File: config.mk
export PLATFORM = sky130hd
export DESIGN_NAME = bus_hold_arbiter
export DESIGN_NICKNAME = d
export VERILOG_FILES = /design/src/rtl/bha_pkg.sv /design/src/rtl/bha_hold_sampler.sv /design/src/rtl/bha_idle_detect.sv /design/src/rtl/bha_fsm.sv /design/src/rtl/bus_hold_arbiter.sv
export SDC_FILE = /design/constraint.sdc
export NUM_CORES = 1
export LEC_CHECK = 0
export BUFFER_PORTS_ARGS = -buffer_cell sky130_fd_sc_hd__buf_2
export CAP_MARGIN = 20
export CORE_AREA = 2 2 39 41
export DETAILED_ROUTE_END_ITERATION = 7
export DIE_AREA = 0 0 41 43
export GPL_TIMING_DRIVEN = 0
export MAX_ROUTING_LAYER = met4
export PLACE_DENSITY = 0.32
export SYNTH_ARGS = -nofsm -noshare
export SYNTH_HDL_FRONTEND = slang
export SYNTH_HIERARCHICAL = 1
export SYNTH_SLANG_ARGS = --single-unit
export TNS_END_PERCENT = 50
File: constraint.sdc
create_clock -name clk -period 1.5 [get_ports clk]
set_input_delay 0.3 -clock clk [delete_from_list [all_inputs] [get_ports clk]]
set_output_delay 0.3 -clock clk [all_outputs]
set_load 0.05 [all_outputs]
File: src/rtl/bha_pkg.sv
package bha_pkg;
    typedef enum logic [1:0] {
        ST_RUN   = 2'd0,
        ST_DRAIN = 2'd1,
        ST_HELD  = 2'd2
    } bha_state_t;
endpackage

File: src/rtl/bha_hold_sampler.sv
module bha_hold_sampler #(
    parameter int SYNC_STAGES = 1
) (
    input  logic clk,
    input  logic rst_n,
    input  logic req_in,
    output logic req_q
);
    localparam int LAST = SYNC_STAGES - 1;

    logic [SYNC_STAGES-1:0] pipe;

    genvar g;
    generate
        for (g = 0; g < SYNC_STAGES; g++) begin : g_stage
            if (g == 0) begin : g_first
                always_ff @(posedge clk or negedge rst_n) begin
                    if (!rst_n) pipe[g] <= 1'b0;
                    else        pipe[g] <= req_in;
                end
            end else begin : g_next
                always_ff @(posedge clk or negedge rst_n) begin
                    if (!rst_n) pipe[g] <= 1'b0;
                    else        pipe[g] <= pipe[g-1];
                end
            end
        end
    endgenerate

    assign req_q = pipe[LAST];
endmodule

File: src/rtl/bha_idle_detect.sv
module bha_idle_detect (
    input  logic cyc_active,
    input  logic burst_last,
    input  logic lock_active,
    output logic safe_point
);
    logic cycle_open;

    always_comb begin
        // A cycle still owns the bus unless this is its final transfer.
        cycle_open = cyc_active && !burst_last;
        safe_point = !lock_active && !cycle_open;
    end
endmodule

File: src/rtl/bha_fsm.sv
module bha_fsm
    import bha_pkg::*;
(
    input  logic clk,
    input  logic rst_n,
    input  logic hold_q,
    input  logic safe_point,
    input  logic test_tristate,
    output logic hold_ack,
    output logic hold_ack_oe,
    output logic bus_oe,
    output logic engine_stall
);
    bha_state_t state, state_nx;

    always_ff @(posedge clk or negedge rst_n) begin
        if (!rst_n) state <= ST_RUN;
        else        state <= state_nx;
    end

    always_comb begin
        state_nx = state;
        unique case (state)
            ST_RUN: begin
                if (hold_q) state_nx = safe_point ? ST_HELD : ST_DRAIN; // grant_now / defer
            end
            ST_DRAIN: begin
                if (!hold_q)        state_nx = ST_RUN;  // withdraw
                else if (safe_point) state_nx = ST_HELD; // grant_late
            end
            ST_HELD: begin
                if (!hold_q) state_nx = ST_RUN;          // reclaim
            end
            default: state_nx = ST_RUN;
        endcase
    end

    always_comb begin
        hold_ack     = (state == ST_HELD);
        hold_ack_oe  = !test_tristate;
        bus_oe       = !test_tristate && (state != ST_HELD);
        engine_stall = hold_q || (state != ST_RUN);
    end

    assert_held_kept_R3: assert property (@(posedge clk) disable iff (!rst_n)
        (state == ST_HELD && hold_q) |=> (state == ST_HELD));

    assert_reclaim_R4: assert property (@(posedge clk) disable iff (!rst_n)
        (state == ST_HELD && !hold_q) |=> (state == ST_RUN));

    assert_withdraw_R5: assert property (@(posedge clk) disable iff (!rst_n)
        (state == ST_DRAIN && !hold_q) |=> (state == ST_RUN));

    assert_stall_pending_R7: assert property (@(posedge clk) disable iff (!rst_n)
        (state != ST_RUN) |-> engine_stall);
endmodule

File: src/rtl/bus_hold_arbiter.sv
module bus_hold_arbiter #(
    parameter int SYNC_STAGES = 1
) (
    input  logic clk,
    input  logic rst_n,
    input  logic hold_req,
    input  logic cyc_active,
    input  logic burst_last,
    input  logic lock_active,
    input  logic test_tristate,
    output logic hold_ack,
    output logic hold_ack_oe,
    output logic bus_oe,
    output logic engine_stall
);
    logic hold_q;
    logic safe_point;

    bha_hold_sampler #(.SYNC_STAGES(SYNC_STAGES)) u_sampler (
        .clk    (clk),
        .rst_n  (rst_n),
        .req_in (hold_req),
        .req_q  (hold_q)
    );

    bha_idle_detect u_idle (
        .cyc_active  (cyc_active),
        .burst_last  (burst_last),
        .lock_active (lock_active),
        .safe_point  (safe_point)
    );

    bha_fsm u_fsm (
        .clk           (clk),
        .rst_n         (rst_n),
        .hold_q        (hold_q),
        .safe_point    (safe_point),
        .test_tristate (test_tristate),
        .hold_ack      (hold_ack),
        .hold_ack_oe   (hold_ack_oe),
        .bus_oe        (bus_oe),
        .engine_stall  (engine_stall)
    );

    assert_grant_at_boundary_R1: assert property (@(posedge clk) disable iff (!rst_n)
        $rose(hold_ack) |-> $past(!lock_active && (!cyc_active || burst_last)));

    assert_float_with_ack_R2: assert property (@(posedge clk) disable iff (!rst_n)
        !test_tristate |-> (hold_ack != bus_oe));

    assert_test_float_R6: assert property (@(posedge clk) disable iff (!rst_n)
        test_tristate |-> (!hold_ack_oe && !bus_oe));
endmodule

==> results of run 1 <==
[state kept, by name, indices dropped and copies added, names as in the netlist]
name             count
u_sampler/req_q      1
u_fsm/state          2
[power by group through the flow]
stage          Clock [uW]  Combinational (uW)  Sequential, uW
3_3_place_gp            0                65.7            92.7
3_5_place_dp            0                66.6            92.8
2_1_floorplan           0                47.8            91.8
5_1_grt               165                76.0            92.2
6_report              141                71.3            91.6
4_1_cts               149                72.1            91.8
[worst max-delay path, stage by stage (launching register included)]
cell and delay, ns:
dfrtp_1 0.37, or3_1 0.38, buf_6 0.16
[final timing paths]
check                           startpoint               to  slack, ns  cells past startpoint
setup reg to reg            u_fsm/state[1]   u_fsm/state[1]       0.68                      2
hold reg to reg             u_fsm/state[1]   u_fsm/state[0]       0.47                      1
max in group asynchronous            rst_n   u_fsm/state[0]       1.00                      2
min in group asynchronous            rst_n  u_sampler/req_q       0.40                      2
setup / recovery           u_sampler/req_q     engine_stall       0.05                      2
hold / removal                    hold_req  u_sampler/req_q       0.18                      1
[cells in the mapped netlist]
cell	count	area [um2]
nor2b_4	1	13.8
o21a_1	1	7.51
nor2_1	1	3.75
and2b_4	1	10.0
a21oi_2	1	8.76
inv_1	2	7.51
dfrtp_1	3	75.1
or3_1	1	6.26
nor3b_1	1	7.51
[layout make-up]
type                       count  area [um2]
inverter                       2        7.51
timing repair buffer          11        66.3
sequential                     3        75.1
fill                         160        1130
multi-input combinational      7        60.1
clock buffer                   4        26.3
tap                           16        20.0
[timing repair]
action / 4_1_cts / 5_1_grt
setup endpoints to repair: 1 / 1
hold buffers: 1 / 0
hold endpoints to repair: 3 / 0
pin swaps: 0 / 1
resized for setup: 2 / 0
[per-stage QoR]
stage / hold slack, ns / instance area [um2] / setup slack [ns]
floorplan: 0.00441 / 143 / 0.210
global placement: 0.0964 / 213 / 0.235
detailed placement: 0.0993 / 213 / 0.235
CTS: 0.164 / 255 / 0.0106
global route: 0.151 / 255 / -0.00577
finish: 0.176 / 255 / 0.0507
[cell families (layout without fill, tap and decap cells)]
kind of cell | Yosys count | count (layout) | synth area share [%]
compound gates | 2 | 2 | 11.6
flops | 3 | 3 | 53.6
simple gates | 5 | 5 | 29.5
buf+inv | 2 | 17 | 5.36
[per-layer routing]
| layer | vias to the layer above | share of wire [%] |
|---|---|---|
| met1 | 58 | 36 |
| met2 | 11 | 46 |
| met3 | 0 | 18 |
| li1 | 69 | - |
| met5 | - | 0 |
| met4 | 0 | 0 |
==> out/results.tsv, run 1 <==
metric	value	unit
period_needed	1.45	ns
gp_congestion	0.537	
fp.dieW	41	um
via_per_inst	3.21	
hp-class	in -> reg	
finalCritPeriodShare	96.6	%
ys_seq_area_share	53.6	%
setup_tns	0	ns
synth.avg_cell_area	11.7	um2
cap_violations	0	
busiest_layer	met4	
worst_skew_pair.late_latency	0.23	ns
grt_pass1_wl	476	um
clockBufferDepth	2	
syn_inst	12	
rsz0062_at_grt	true	
drt_first_pass_iters	1	
crit_path_start_kind	register	
cp_max_fo	3	
cts_tree	yes	
swShare	29.4	%
p_leak	0.000130	uW
stdcell_count	43	
fin_util	18.4	%
grt_pass1_vias	143	
mostFrequentLayoutCells	buf_2, clkbuf_4, dfrtp_1, inv_1	
synth_seq_cells	3	
die-area	0.00176	mm2
drc	0	
end_kind	output port	
drt_iter0_drc	0	
via_count	138	
crit_required	1.20	ns
status	completed	
gr-total-overflow	0	
power_density	1190	mW/mm2
rows	14	
placedCellCount	38	
critPathKind	reg -> out	
p_comb_share	23.5	%
cp_data_arrival_time	1.15	ns
tightest_slew	0.249	ns
cts.sink_count	3	
total_switching_power	89.2	uW
ant_nets	0	
fin_nets	35	
core_area	0.00138	mm2
wl	301	um
clkPwrFrac	46.4	%
cts.clk_slew.worst_paths	0.04	ns
pwr-share-seq	30.2	%
p_int	215	uW
syn-cell-area	140	um2
syn_to_final_growth	82.1	%
fmax	690	MHz
finalPower	304	uW
gr-usage-met2	5.63	%
grtUsageMet3	3.66	%
final_max_slew_viol_count	0	
grt_max_degree	5	
root_buffer	clkbuf_4	
synth.distinct_cells	9	
layout_commonest_cell	buf_2	
boundaryPins	11	
port_buffers	10	
cts_setup_buffers	0	
setup_viol	0	
use_met1	3.24	%
post_drt_wl_per_cell	7.00	um
slew-limit-headroom	83.5	%
start_util	10.1	%
ir_drop	0.345	mV
die_h	43	um
syn_nets	19	
drive_above_1_share	63.0	%
ys_warn_count	6	
clock_skew	0.00131	ns
track_usage	5.15	%
final_hold_viol_count	0	
n_antenna_cell	0	
antenna_found_initial	0	
cts_buffers	3	
cts-htree-levels	1	
(Power assumes the default switching activity.)
==> run 2: changes to the inputs <==
Clock period 1.5 ns to 1.8 ns, I/O delays scaled along.
==> run 2 against run 1 <==
Against the previous run: clock power fell by 16%; register-to-register slack gained 0.28 ns; sequential share of layout area up 1.0 points; combinational power down 22%; clock skew rose by 0.00051 ns; worst hold slack improved by 0.059 ns; non-clock buffer count unchanged; highest routed layer unchanged; critical endpoint unchanged.
==> out/results.tsv, run 2 (synthesis gave the netlist of run 1 again) <==
metric	value	unit	change
syn_to_final_growth	75.9	%	
tightest_slew	0.253	ns	+0.00354 ns
cap_violations	0		unchanged
fin_util	17.8	%	-0.63 points
antenna_found_initial	0		unchanged
path_cells	or3_1, buf_2		
worst_skew_pair.late_latency	0.23	ns	about the same
clock_skew	0.00182	ns	+0.000505 ns
die_h	43	um	unchanged
cts.sink_count	3		unchanged
slew-limit-headroom	83.3	%	-0.23 points
setup_viol	0		unchanged
hp-class	in -> reg		
rsz0062_at_grt	false		
mostFrequentLayoutCells	buf_2, clkbuf_4, dfrtp_1, inv_1		
via_per_inst	3.23		+0.72%
final_hold_viol_count	0		unchanged
min_to	u_sampler/req_q		
n_antenna_cell	0		unchanged
fp.dieW	41	um	unchanged
root_buffer	clkbuf_4		
status	completed		
crit_path_start_kind	register		
clockBufferDepth	2		unchanged
drt_first_pass_iters	1		unchanged
worstHoldPathCells	1		unchanged
drive_above_1_share	59.3	%	-3.7 points
regMostFlops	u_fsm/state		
cpMaxStageDelayCell	dfrtp_1		
layout_commonest_cell	buf_2		
regToRegEndpoint	u_fsm/state[1]		
cp_data_arrival_time	1.20	ns	+0.05 ns
drc	0		unchanged
grt_pass1_wl	545	um	+14%
drt_iter0_drc	0		unchanged
fin_nets	35		unchanged
core_area	0.00138	mm2	unchanged
start_util	10.1	%	unchanged
ir_drop	0.272	mV	-21%
rows	14		unchanged
fillers	157		-1.9%
cts.clk_slew.worst_paths	0.04	ns	about the same
period_needed	1.56	ns	
ff_latch_area	75.1	um2	unchanged
multi_input_area	57.6	um2	-4.2%
grt_max_degree	5		unchanged
via_count	139		+0.72%
port_buffers	10		unchanged
r2r_slack	0.96	ns	+0.28 ns
ant_nets	0		unchanged
p_leak	0.000127	uW	-2.1%
post_drt_wl_per_cell	7.84	um	+12%
finalPower	251	uW	-17%
fmax	640	MHz	
hp-start	hold_req		
cts_tree	yes		
reg2reg_depth	2		unchanged
critPathKind	reg -> out		
cp_max_fo	2		-1
wl	337	um	+12%
gp_congestion	0.537		-0.11%
cts-htree-levels	1		unchanged
end_kind	output port		
final_max_slew_viol_count	0		unchanged
track_usage	5.26	%	+0.10 points
finalCritPeriodShare	86.8	%	
r2r_start	u_fsm/state[1]		
largest_reg_flops	2		unchanged
cts_buffers	3		unchanged
power_density	1020	mW/mm2	-14%
setup_tns	0	ns	unchanged
crit_required	1.44	ns	+0.24 ns
grt_pass1_vias	153		+7.0%
gr-total-overflow	0		unchanged
cp_slowest_stage_delay	0.39	ns	about the same
boundaryPins	11		unchanged
die-area	0.00176	mm2	unchanged
## run 2: cell count changes in the layout (fill, tap and decap cells not counted)
| cell | change |
|---|---|
| buf_2 | +1 |
| buf_6 | -1 |
| nor2_1 | +1 |
| nor2_2 | -1 |
## run 2: area by class of cell
class / instances / share of cell area, %
Tap cell: 16 / 8.12
Timing Repair Buffer: 11 / 24.4
Clock buffer: 4 / 10.7
Inverter: 2 / 3.05
Multi-Input combinational cell: 7 / 23.4
Sequential cell: 3 / 30.5
## run 2: worst max-delay path: cells and delay by family (launching register included)
kind                   cells  cell delay, ns
and+or+nand+nor            1            0.36
buffers and inverters      1            0.22
DFF                        1            0.39
## run 2: how the worst max path moves through the flow
stage,start,to,slack [ns],depth (start not counted)
2_1_floorplan,u_fsm/state[1],bus_oe,0.22,2
3_3_place_gp,u_fsm/state[0],engine_stall,0.48,2
3_5_place_dp,u_fsm/state[0],engine_stall,0.48,2
4_1_cts,u_fsm/state[0],engine_stall,0.22,2
5_1_grt,u_fsm/state[0],engine_stall,0.18,2
6_report,u_fsm/state[0],engine_stall,0.24,2
## run 2: layer usage
metal / vias to the layer above / global-route usage [%] / wire length (um)
met4: 0 / 6.00 / 0
met3: 0 / 3.14 / 58
met5: - / - / 0
met2: 11 / 6.88 / 129
li1: 68 / - / -
met1: 60 / 4.53 / 149
## run 2: what timing repair did
| action | in CTS | in global routing |
|---|---|---|
| endpoints found under the setup margin | 0 | 0 |
| hold buffers | 1 | 0 |
| buffers inserted | 0 | 0 |
| endpoints found under the hold margin | 3 | 0 |
| gates resized for setup | 0 | 0 |
## run 2: power breakdown
group	leakage (uW)	internal (uW)	switching (uW)	total, uW
sequential	0.0000376	72.5	4.24	76.8
clock	0.0000150	83.1	35.6	119
combinational	0.0000746	20.3	35.4	55.8
## run 2: metrics by stage
| stage | worst slack [ns] | area (um2) | instances | hold slack [ns] |
|---|---|---|---|---|
| final | 0.237 | 246 | 43 | 0.235 |
| after CTS | 0.222 | 246 | 43 | 0.223 |
| after detailed placement | 0.481 | 210 | 38 | 0.160 |
| after global routing | 0.182 | 246 | 43 | 0.229 |
| after global placement | 0.482 | 210 | 38 | 0.158 |
| after floorplan | 0.219 | 140 | 12 | 0.0644 |
==> run 3: changes to the inputs <==
Settings changed: PLACE_DENSITY 0.32 to 0.31, SYNTH_HIERARCHICAL 1 to default.
==> run 3 against run 2 <==
Against the previous run: power grew 1.2%; worst hold slack lost 0.0032 ns; sequential power shrank 1%; fmax grew 0.41%; utilization shrank 0.54 points; sequential cell count is the same.
==> out/results.tsv, run 3 <==
metric	value	unit	change
status	completed		
path_cells	or3_1, buf_2		
post_drt_wl_per_cell	7.30	um	-6.8%
cts-htree-levels	1		unchanged
fillers	160		+1.9%
end_kind	output port		
clock_skew	0.00292	ns	+0.00111 ns
cts_tree	yes		
core_area	0.00138	mm2	unchanged
fmax	642	MHz	+0.41%
syn_inst	12		unchanged
n_antenna_cell	0		unchanged
holdWs	0.232	ns	-0.00317 ns
syn_nets	19		unchanged
placed_area	203	um2	-3.6%
synth_edf_count	0		unchanged
slew-limit-headroom	83.2	%	-0.095 points
final_max_slew_viol_count	0		unchanged
synth_top_flop_cell	dfrtp_1		
die-area	0.00176	mm2	unchanged
mostFrequentLayoutCells	buf_2, clkbuf_4, dfrtp_1, inv_1		
cts_resized	0		unchanged
swShare	30.7	%	+0.70 points
synthArstFlopShare	100	%	unchanged
power_density	1060	mW/mm2	+4.4%
ff_latch_area	75.1	um2	unchanged
synthTopCellsByCount	dfrtp_1, inv_1		
cp_max_fo	3		+1
cp_data_arrival_time	1.20	ns	about the same
cap_violations	0		unchanged
syn_to_final_growth	80.2	%	
track_usage	4.13	%	-1.1 points
clkPwrFrac	47.1	%	about the same
hp-class	in -> reg		
period_needed	1.56	ns	-0.00643 ns
tightest_slew	0.254	ns	+0.00143 ns
worstHoldPathCells	1		unchanged
r2r_start	u_sampler.req_q		
rsz0062_at_grt	false		
cts_buffers	3		unchanged
start_util	9.58	%	-0.54 points
cpMaxStageDelayCell	dfrtp_1		
fp.dieW	41	um	unchanged
wl	314	um	-6.8%
multi_input_area	50.0	um2	-13%
rows	14		unchanged
setup_viol	0		unchanged
drt_iter0_drc	1		+1
cts.sink_count	3		unchanged
finalPower	254	uW	+1.2%
grt_pass1_vias	116		-24%
synth_seq_cells	3		unchanged
ys_seq_area_share	56.6	%	+3.0 points
port_buffers	10		unchanged
drive_above_1_share	51.9	%	-7.4 points
die_h	43	um	unchanged
pwr-share-seq	29.8	%	-0.8 points
p_int	176	uW	+0.16%
p_comb_share	23.1	%	+0.9 points
crit_path_start	u_sampler.req_q		
fin_nets	35		unchanged
root_buffer	clkbuf_4		
r2r_slack	0.92	ns	-0.04 ns
drt_first_pass_iters	2		+1
dp_hpwl	247	um	
via_count	135		-2.9%
synth.distinct_cells	9		unchanged
final_area	239	um2	-3.0%
grt_pass1_wl	407	um	-25%
crit_path_start_kind	register		
drc	0		unchanged
worst_skew_pair.late_latency	0.23	ns	about the same
ir_drop	0.282	mV	+3.5%
crit_required	1.44	ns	about the same
grt_max_degree	4		-1
synth_area_leaders	dfrtp_1, a32o_1, and2b_4		
regToRegEndpoint	u_fsm.state[1]		
final_hold_viol_count	0		unchanged
clockBufferDepth	2		unchanged
yosysMostFrequentCell	dfrtp_1		
ys_warn_count	0		-6
regMostFlops	u_fsm.state		
finalCritPeriodShare	86.5	%	-0.36 points
via_per_inst	3.14		-2.9%
cts_setup_buffers	0		unchanged
critical_path.endpoint	engine_stall		
boundaryPins	11		unchanged
p_leak	0.000126	uW	-1.2%
syn-cell-area	133	um2	-5.4%
cp_slowest_stage_delay	0.38	ns	about the same
cts.clk_slew.worst_paths	0.04	ns	about the same
antenna_found_initial	0		unchanged
layout_commonest_cell	buf_2		
synth_top_area_cell	dfrtp_1		
reg2reg_depth	2		unchanged
critPathKind	reg -> out		
fin_util	17.3	%	-0.54 points
total_switching_power	77.9	uW	+3.6%
ant_nets	0		unchanged
gr-total-overflow	0		unchanged
synth_top_area_share	56.6	%	+3.0 points
synth.avg_cell_area	11.1	um2	-5.4%
hold_buffers	1		unchanged
setup_tns	0	ns	unchanged
largest_reg_flops	2		unchanged
gp_congestion	0.487		-9.2%
run 3: how the worst min path moves through the flow:
stage	slack, ns	endpoint	startpoint
2_1_floorplan	0.06	u_fsm.state[0]	rst_n
3_3_place_gp	0.16	u_sampler.req_q	rst_n
3_5_place_dp	0.16	u_sampler.req_q	rst_n
4_1_cts	0.22	u_sampler.req_q	hold_req
5_1_grt	0.23	u_sampler.req_q	hold_req
6_report	0.23	u_sampler.req_q	hold_req
run 3: metal layers:
metal	GRT usage (%)	part of all wire, %	wire length [um]	vias up
met2	4.69	34	107	11
met1	4.22	48	152	56
met5	-	0	0	-
li1	-	-	-	68
met4	4.00	0	0	0
met3	3.14	17	53	0
run 3: metrics by stage:
step / instances / worst slack, ns
2_1_floorplan: 12 / 0.181
3_3_place_gp: 38 / 0.495
3_5_place_dp: 38 / 0.484
4_1_cts: 43 / 0.226
5_1_grt: 43 / 0.208
6_report: 43 / 0.243
run 3: cell type report:
| cell class | instances | share of cell area (%) |
|---|---|---|
| sequential | 3 | 31.4 |
| timing repair buffer | 11 | 25.1 |
| multi-input combinational | 7 | 20.9 |
| clock buffer | 4 | 11.0 |
| tap | 16 | 8.38 |
| inverter | 2 | 3.14 |
run 3: cell families (layout without fill, tap and decap cells):
kind of cell           after synthesis  count (layout)  synth area share [%]
AND/OR/NAND/NOR                      5               5                  24.5
flip-flops                           3               3                  56.6
AO/OA/AOI/OAI                        2               2                  13.2
buffers and inverters                2              17                  5.66
run 3: worst max-delay path: cells and delay by family, from the launching register on:
kind / cells / cell delay, ns
flops: 1 / 0.38
simple gates: 1 / 0.36
buf+inv: 1 / 0.22
run 3: power by group through the flow:
stage               sequential [uW]  combinational, uW  clock [uW]
detailed placement             76.8               58.0           0
global placement               76.5               56.8           0
global route                   76.4               62.8         128
floorplan                      76.0               41.8           0
CTS                            75.8               59.6         126
finish                         75.8               58.8         120
